<file path="config.mk">
export PLATFORM = sky130hd
export DESIGN_NAME = lnk_dsc_ctrl
export DESIGN_NICKNAME = d
export VERILOG_FILES = /design/src/rtl/lds_pkg.sv /design/src/rtl/lds_cfg_regs.sv /design/src/rtl/lds_delay_cnt.sv /design/src/rtl/lds_seq_fsm.sv /design/src/rtl/lnk_dsc_ctrl.sv
export SDC_FILE = /design/constraint.sdc
export NUM_CORES = 1
export LEC_CHECK = 0
export ABC_AREA = 1
export BUFFER_PORTS_ARGS = -buffer_cell sky130_fd_sc_hd__buf_4
export CORE_ASPECT_RATIO = 0.75
export CORE_MARGIN = 4
export CORE_UTILIZATION = 30
export CTS_BUF_LIST = sky130_fd_sc_hd__clkbuf_16
export DETAILED_ROUTE_END_ITERATION = 7
export PLACE_DENSITY = 0.61
export SYNTH_ARGS = -nofsm -noshare
export SYNTH_HDL_FRONTEND = slang
export SYNTH_SLANG_ARGS = --single-unit
</file>
<file path="constraint.sdc">
create_clock -name clk -period 1.63 [get_ports clk]
set_input_delay 0.163 -clock clk [delete_from_list [all_inputs] [get_ports clk]]
set_output_delay 0.163 -clock clk [all_outputs]
set_load 0.005 [all_outputs]
</file>
<file path="src/rtl/lds_pkg.sv">
package lds_pkg;
  typedef enum logic [1:0] {
    MSG_NONE      = 2'd0,
    MSG_CSTOP_ON  = 2'd1,
    MSG_CSTOP_OFF = 2'd2,
    MSG_GRANT     = 2'd3
  } msg_kind_e;

  typedef enum logic [2:0] {
    ST_IDLE,
    ST_SEND_ON,
    ST_RESP,
    ST_WAIT_GRANT,
    ST_SETTLE,
    ST_HOLD,
    ST_SEND_OFF
  } seq_state_e;

  localparam int unsigned REG_TRIG   = 0;
  localparam int unsigned REG_SETTLE = 1;
  localparam int unsigned REG_HOLD   = 2;
endpackage

</file>
<file path="src/rtl/lds_cfg_regs.sv">
module lds_cfg_regs
  import lds_pkg::*;
#(
  parameter int unsigned ADDR_W     = 4,
  parameter int unsigned DATA_W     = 32,
  parameter int unsigned CNT_W      = 16,
  parameter int unsigned DEF_SETTLE = 16,
  parameter int unsigned DEF_HOLD   = 64
) (
  input  logic              clk,
  input  logic              rst_n,
  input  logic              wr_en,
  input  logic [ADDR_W-1:0] wr_addr,
  input  logic [DATA_W-1:0] wr_data,
  input  logic              busy,
  output logic [CNT_W-1:0]  settle_q,
  output logic [CNT_W-1:0]  hold_q,
  output logic              trig
);
  logic settle_en, hold_en;
  logic [CNT_W-1:0] wr_cnt;

  assign wr_cnt    = wr_data[CNT_W-1:0];
  assign settle_en = wr_en && (wr_addr == ADDR_W'(REG_SETTLE));
  assign hold_en   = wr_en && (wr_addr == ADDR_W'(REG_HOLD));
  assign trig      = wr_en && (wr_addr == ADDR_W'(REG_TRIG)) && wr_data[0] && !busy;

  always_ff @(posedge clk or negedge rst_n) begin
    if (!rst_n) begin
      settle_q <= CNT_W'(DEF_SETTLE);
    end else if (settle_en) begin
      settle_q <= wr_cnt;
    end
  end

  always_ff @(posedge clk or negedge rst_n) begin
    if (!rst_n) begin
      hold_q <= CNT_W'(DEF_HOLD);
    end else if (hold_en) begin
      hold_q <= wr_cnt;
    end
  end
endmodule

</file>
<file path="src/rtl/lds_delay_cnt.sv">
module lds_delay_cnt #(
  parameter int unsigned CNT_W = 16
) (
  input  logic             clk,
  input  logic             rst_n,
  input  logic             load,
  input  logic [CNT_W-1:0] load_val,
  input  logic             dec,
  output logic             zero
);
  logic [CNT_W-1:0] cnt_q, cnt_d;
  logic             cnt_en;

  assign cnt_en = load || dec;
  assign zero   = (cnt_q == '0);

  always_comb begin
    cnt_d = cnt_q;
    if (load) begin
      cnt_d = load_val;
    end else if (dec && !zero) begin
      cnt_d = cnt_q - 1'b1;
    end
  end

  always_ff @(posedge clk or negedge rst_n) begin
    if (!rst_n) begin
      cnt_q <= '0;
    end else if (cnt_en) begin
      cnt_q <= cnt_d;
    end
  end
endmodule

</file>
<file path="src/rtl/lds_seq_fsm.sv">
module lds_seq_fsm
  import lds_pkg::*;
#(
  parameter int unsigned UID_W = 5
) (
  input  logic             clk,
  input  logic             rst_n,
  input  logic             trig,
  input  logic [UID_W-1:0] trig_uid,
  input  logic             tx_ready,
  input  logic             rsp_ready,
  input  logic             grant_ok,
  input  logic             cnt_zero,
  output seq_state_e       state_q,
  output logic [UID_W-1:0] uid_q,
  output logic             load_settle,
  output logic             load_hold,
  output logic             cnt_dec
);
  seq_state_e state_d;
  logic       uid_en;

  assign uid_en = trig && (state_q == ST_IDLE);

  always_comb begin
    state_d     = state_q;
    load_settle = 1'b0;
    load_hold   = 1'b0;
    cnt_dec     = 1'b0;
    unique case (state_q)
      ST_IDLE:       if (trig) state_d = ST_SEND_ON;
      ST_SEND_ON:    if (tx_ready) state_d = ST_RESP;
      ST_RESP:       if (rsp_ready) state_d = ST_WAIT_GRANT;
      ST_WAIT_GRANT: if (grant_ok) begin
                       state_d     = ST_SETTLE;
                       load_settle = 1'b1;
                     end
      ST_SETTLE:     if (cnt_zero) begin
                       state_d   = ST_HOLD;
                       load_hold = 1'b1;
                     end else begin
                       cnt_dec = 1'b1;
                     end
      ST_HOLD:       if (cnt_zero) state_d = ST_SEND_OFF;
                     else cnt_dec = 1'b1;
      ST_SEND_OFF:   if (tx_ready) state_d = ST_IDLE;
      default:       state_d = ST_IDLE;
    endcase
  end

  always_ff @(posedge clk or negedge rst_n) begin
    if (!rst_n) begin
      state_q <= ST_IDLE;
    end else begin
      state_q <= state_d;
    end
  end

  always_ff @(posedge clk or negedge rst_n) begin
    if (!rst_n) begin
      uid_q <= '0;
    end else if (uid_en) begin
      uid_q <= trig_uid;
    end
  end

  AST_SETTLE_NEEDS_GRANT: assert property (@(posedge clk) disable iff (!rst_n)
    (state_q == ST_SETTLE && $past(state_q == ST_WAIT_GRANT)) |-> $past(grant_ok));
endmodule

</file>
<file path="src/rtl/lnk_dsc_ctrl.sv">
module lnk_dsc_ctrl
  import lds_pkg::*;
#(
  parameter int unsigned ADDR_W      = 4,
  parameter int unsigned DATA_W      = 32,
  parameter int unsigned UID_W       = 5,
  parameter int unsigned CODE_W      = 8,
  parameter int unsigned CNT_W       = 16,
  parameter int unsigned CODE_REINIT = 8'h3C,
  parameter int unsigned DEF_SETTLE  = 16,
  parameter int unsigned DEF_HOLD    = 64
) (
  input  logic              clk,
  input  logic              rst_n,
  input  logic              wr_en,
  input  logic [ADDR_W-1:0] wr_addr,
  input  logic [DATA_W-1:0] wr_data,
  input  logic [UID_W-1:0]  wr_uid,
  output logic              rsp_valid,
  input  logic              rsp_ready,
  output logic [UID_W-1:0]  rsp_uid,
  output logic              tx_valid,
  input  logic              tx_ready,
  output logic [1:0]        tx_kind,
  output logic [UID_W-1:0]  tx_uid,
  output logic [CODE_W-1:0] tx_code,
  input  logic              rx_valid,
  output logic              rx_ready,
  input  logic [1:0]        rx_kind,
  input  logic [CODE_W-1:0] rx_code,
  output logic              link_stop_n,
  output logic              busy
);
  localparam logic [CODE_W-1:0] REINIT = CODE_W'(CODE_REINIT);

  seq_state_e       state_q;
  logic [UID_W-1:0] uid_q;
  logic [CNT_W-1:0] settle_q, hold_q, load_val;
  logic             trig, grant_ok, load_settle, load_hold, cnt_dec, cnt_zero;

  lds_cfg_regs #(
    .ADDR_W(ADDR_W), .DATA_W(DATA_W), .CNT_W(CNT_W),
    .DEF_SETTLE(DEF_SETTLE), .DEF_HOLD(DEF_HOLD)
  ) u_cfg (
    .clk(clk), .rst_n(rst_n), .wr_en(wr_en), .wr_addr(wr_addr), .wr_data(wr_data),
    .busy(busy), .settle_q(settle_q), .hold_q(hold_q), .trig(trig)
  );

  assign grant_ok = rx_valid && (rx_kind == MSG_GRANT) && (rx_code == REINIT)
                    && (state_q == ST_WAIT_GRANT);

  lds_seq_fsm #(.UID_W(UID_W)) u_fsm (
    .clk(clk), .rst_n(rst_n), .trig(trig), .trig_uid(wr_uid), .tx_ready(tx_ready),
    .rsp_ready(rsp_ready), .grant_ok(grant_ok), .cnt_zero(cnt_zero), .state_q(state_q),
    .uid_q(uid_q), .load_settle(load_settle), .load_hold(load_hold), .cnt_dec(cnt_dec)
  );

  assign load_val = load_settle ? settle_q : hold_q;

  lds_delay_cnt #(.CNT_W(CNT_W)) u_cnt (
    .clk(clk), .rst_n(rst_n), .load(load_settle || load_hold), .load_val(load_val),
    .dec(cnt_dec), .zero(cnt_zero)
  );

  assign busy        = (state_q != ST_IDLE);
  assign tx_valid    = (state_q == ST_SEND_ON) || (state_q == ST_SEND_OFF);
  assign tx_kind     = (state_q == ST_SEND_OFF) ? MSG_CSTOP_OFF : MSG_CSTOP_ON;
  assign tx_uid      = uid_q;
  assign tx_code     = REINIT;
  assign rsp_valid   = (state_q == ST_RESP);
  assign rsp_uid     = uid_q;
  assign rx_ready    = 1'b1;
  assign link_stop_n = (state_q != ST_HOLD);

  AST_RSP_AFTER_ON: assert property (@(posedge clk) disable iff (!rst_n)
    $rose(rsp_valid) |-> $past(tx_valid && tx_ready && tx_kind == MSG_CSTOP_ON));
  AST_RSP_UID: assert property (@(posedge clk) disable iff (!rst_n)
    $rose(rsp_valid) |-> (rsp_uid == $past(tx_uid)));
  AST_STOP_AFTER_SETTLE: assert property (@(posedge clk) disable iff (!rst_n)
    $fell(link_stop_n) |-> $past(state_q == ST_SETTLE));
  AST_OFF_AFTER_RELEASE: assert property (@(posedge clk) disable iff (!rst_n)
    (tx_valid && tx_kind == MSG_CSTOP_OFF) |-> link_stop_n);
  AST_TX_HOLD: assert property (@(posedge clk) disable iff (!rst_n)
    (tx_valid && !tx_ready) |=> (tx_valid && $stable(tx_kind) && $stable(tx_uid)));
  AST_IDLE_QUIET: assert property (@(posedge clk) disable iff (!rst_n)
    !busy |-> (link_stop_n && !tx_valid && !rsp_valid));
endmodule

</file>
==> key figures <==
Run status
  – Status: complete, no violations

Setup path
  – Reg2Reg Capture Point: u_cnt.cnt_q[13]
  – Worst Path Required: 1.83 ns
  – End point of the critical path: u_cnt.cnt_q[13]
  – Critical path class: flip-flop to flip-flop
  – Startpoint Class: flip-flop
  – Crit. End Element: flip-flop
  – Reg-to-Reg Start: u_cnt.cnt_q[2]
  – CP Max Fanout: 3
  – WP data arrival: 1.76 ns
  – FF-to-FF path depth: 10
  – Reg2reg setup slack: 0.07 ns
  – Crit path launch: u_cnt.cnt_q[2]

Floorplan
  – Ports: 82
  – Initial core utilization: 0.308
  – Chip width: 131 um
  – # rows: 33
  – Core Region: 11000 um^2
  – DIE HEIGHT: 100 um
  – Overall die area: 13100 um^2

Route
  – DR pass1 iterations: 7
  – Total wire length: 8220 um
  – Drt via density: 4.73
  – ANT nets after route: 0
  – Vias: 3176
  – Iteration-0 DRC Markers: 149
  – Drt drc: 0
  – Avg WL per Cell: 12.3 um

STA
  – Least-Margin Pin Slew: 0.723 ns
  – Worst Skew: 0.00795 ns
  – Final hold viol count: 0
  – Slew margin rel.: 0.518
  – RSZ-0062 raised after global routing: true
  – Tcrit/Tclk final: 0.957
  – # setup viols final: 0
  – Min Tclk post-route: 1.56 ns
  – Hold WS: 0.0926 ns
  – Final Slew Violations: 0
  – Max Freq: 641 MHz

Pwr
  – P_leak: 2.30 nW
  – Clk network pwr share: 0.192
  – Sw Ratio: 0.392
  – PD cells: 1360 nW/um^2
  – Sw Pwr: 2.34 mW
  – Int Power: 3.63 mW
  – Peak supply drop: 0.736 mV
  – Comb power frac: 0.452
  – Sequential Power Share: 0.356
  – Total power: 5.97 mW

Placed design
  – Placed cell areas: 4070 um^2
  – Final GP Congestion: 0.928
  – I/O Buffers: 56
  – Post-DP HPWL: 6030 um

Clock tree
  – TritonCTS Sinks: 56
  – Clk Latency, worst-skew pair: 0.30 ns
  – Clock Root Buffer: clkbuf_16
  – Cts bufs inserted: 5
  – H-tree depth: 2
  – Worst-path clk slew: 0.08 ns
  – Clk buf depth: 2
  – CTS tree: yes

Global route
  – First-pass GRT wire length: 13700 um
  – Via count of the first global-routing pass: 2942
  – GR Overflow Total: 0
  – Largest net degree at the start of global routing: 57
  – Initial antenna violation count: 0
  – GRT Util Overall: 0.126

Synth
  – Synth unique cells: 35
  – Mean Syn Cell Area: 7.57 um^2
  – Seq/Total Area, Yosys: 0.415
  – Cells after Synth: 447
  – Seq cells post-synth: 56
  – YS warnings: 0
  – Synthesized area: 3380 um^2

Cells and area
  – Antenna Cells: 0
  – Synth-to-layout area growth: 30.0%
  – Share of cells above drive strength 1: 0.311
  – Post-route cell area: 4400 um^2
  – Most common cell after layout, fill and taps aside: nand2_1
  – Final Util: 0.401
  – Most frequent cells in the layout: nand2_1 (126), buf_4 (91), dfrtp_1 (52)
  – Layout net count: 588

Worst hold path
  – Hold WC Path Type: primary input to flip-flop

Flow run
  – Max-cap violations: 0
## sequential cells by signal (all words and copies together) (netlist names)
signal          count
u_cfg.hold_q       16
u_cfg.settle_q     16
u_fsm.state_q       3
u_cnt.cnt_q        16
u_fsm.uid_q         5
## stage by stage
stage / worst slack, ns / instances / setup TNS (ns)
final: 0.0704 / 671 / 0
after global routing: -0.0380 / 671 / -0.146
after CTS: 0.00614 / 667 / 0
after detailed placement: -0.0191 / 657 / -0.0764
after global placement: -0.0310 / 657 / -0.195
after floorplan: 0.0620 / 454 / 0
## routing by layer
metal  vias up  routed length, um  GRT usage
li1       1562                  -          -
met1      1469               3690      0.181
met2       128               3840      0.197
met3        17                567     0.0234
met4         0                122     0.0269
met5         -                  0          0
## worst max-delay path, cell delays in order (launching register included)
cell,delay (ns)
dfrtp_1,0.41
buf_4,0.15
nor2_1,0.09
nand2_1,0.12
buf_4,0.18
nor2_2,0.20
nand2_1,0.09
nand2_1,0.06
nand3_1,0.08
nand2_1,0.07
nor2_1,0.03
## power by group through the flow
stage	combinational, mW	clock [mW]	sequential (mW)
2_1_floorplan	1.58	0	2.07
4_1_cts	2.48	1.17	2.10
5_1_grt	3.02	1.22	2.18
6_report	2.70	1.14	2.13
3_5_place_dp	2.45	0	2.13
3_3_place_gp	2.38	0	2.11
## how the worst min path moves through the flow
stage,startpoint,to,slack (ns),cells after the start
2_1_floorplan,rst_n,u_cfg.hold_q[0],-0.13,0
3_3_place_gp,rst_n,u_cnt.cnt_q[5],0.27,1
3_5_place_dp,rst_n,u_cnt.cnt_q[5],0.28,1
4_1_cts,wr_uid[4],u_fsm.uid_q[4],0.09,2
5_1_grt,wr_uid[0],u_fsm.uid_q[0],0.09,2
6_report,wr_uid[4],u_fsm.uid_q[4],0.09,2
## synth_stat cells (all sizes together)
cell    instances  area, um^2
nand2         132         518
dfrtp          54        1350
inv            54         205
nor2           53         228
o21ai          47         269
nand3          37         243
buf            22         191
nand4          16         115
clkbuf          6        22.5
mux2            5        56.3
xor2            4        35.0
a21oi           3        18.8
nor3            3        15.0
conb            2        7.51
dfstp           2        52.6
nand3b          2        15.0
a21boi          1        7.51
and3            1        6.26
ha              1        12.5
or2             1        6.26
xnor2           1        8.76
## kinds of logic (layout without fill, tap and decap cells)
kind of cell	after synthesis	count (layout)	synth area share
compound gates	51	51	0.0872
xor+xnor	5	5	0.0129
fa+ha+maj	1	1	0.00370
buf+inv	82	157	0.124
flops	56	56	0.415
mux	5	5	0.0166
other cells	2	9	0.00222
simple gates	245	247	0.339
## cell type report
type                    instances  area [um^2]
multi-input cells             318         1720
fillers                      1111         6580
repair buffers                 95          744
flip-flops and latches         56         1410
clock inverters                 3         28.8
clock buffers                   5          125
inverters                      54          205
well taps                     140          175
## repair_timing
| action | 4_1_cts | 5_1_grt |
|---|---|---|
| setup endpoints to repair | 19 | 21 |
| setup buffers | 0 | 3 |
| pin swaps | 1 | 4 |
| resized for setup | 2 | 30 |
| cloned | 1 | 1 |
| endpoints found under the hold margin | 54 | 0 |
| hold buffers | 1 | 0 |
No activity file was read; power rests on OpenSTA's default activity.
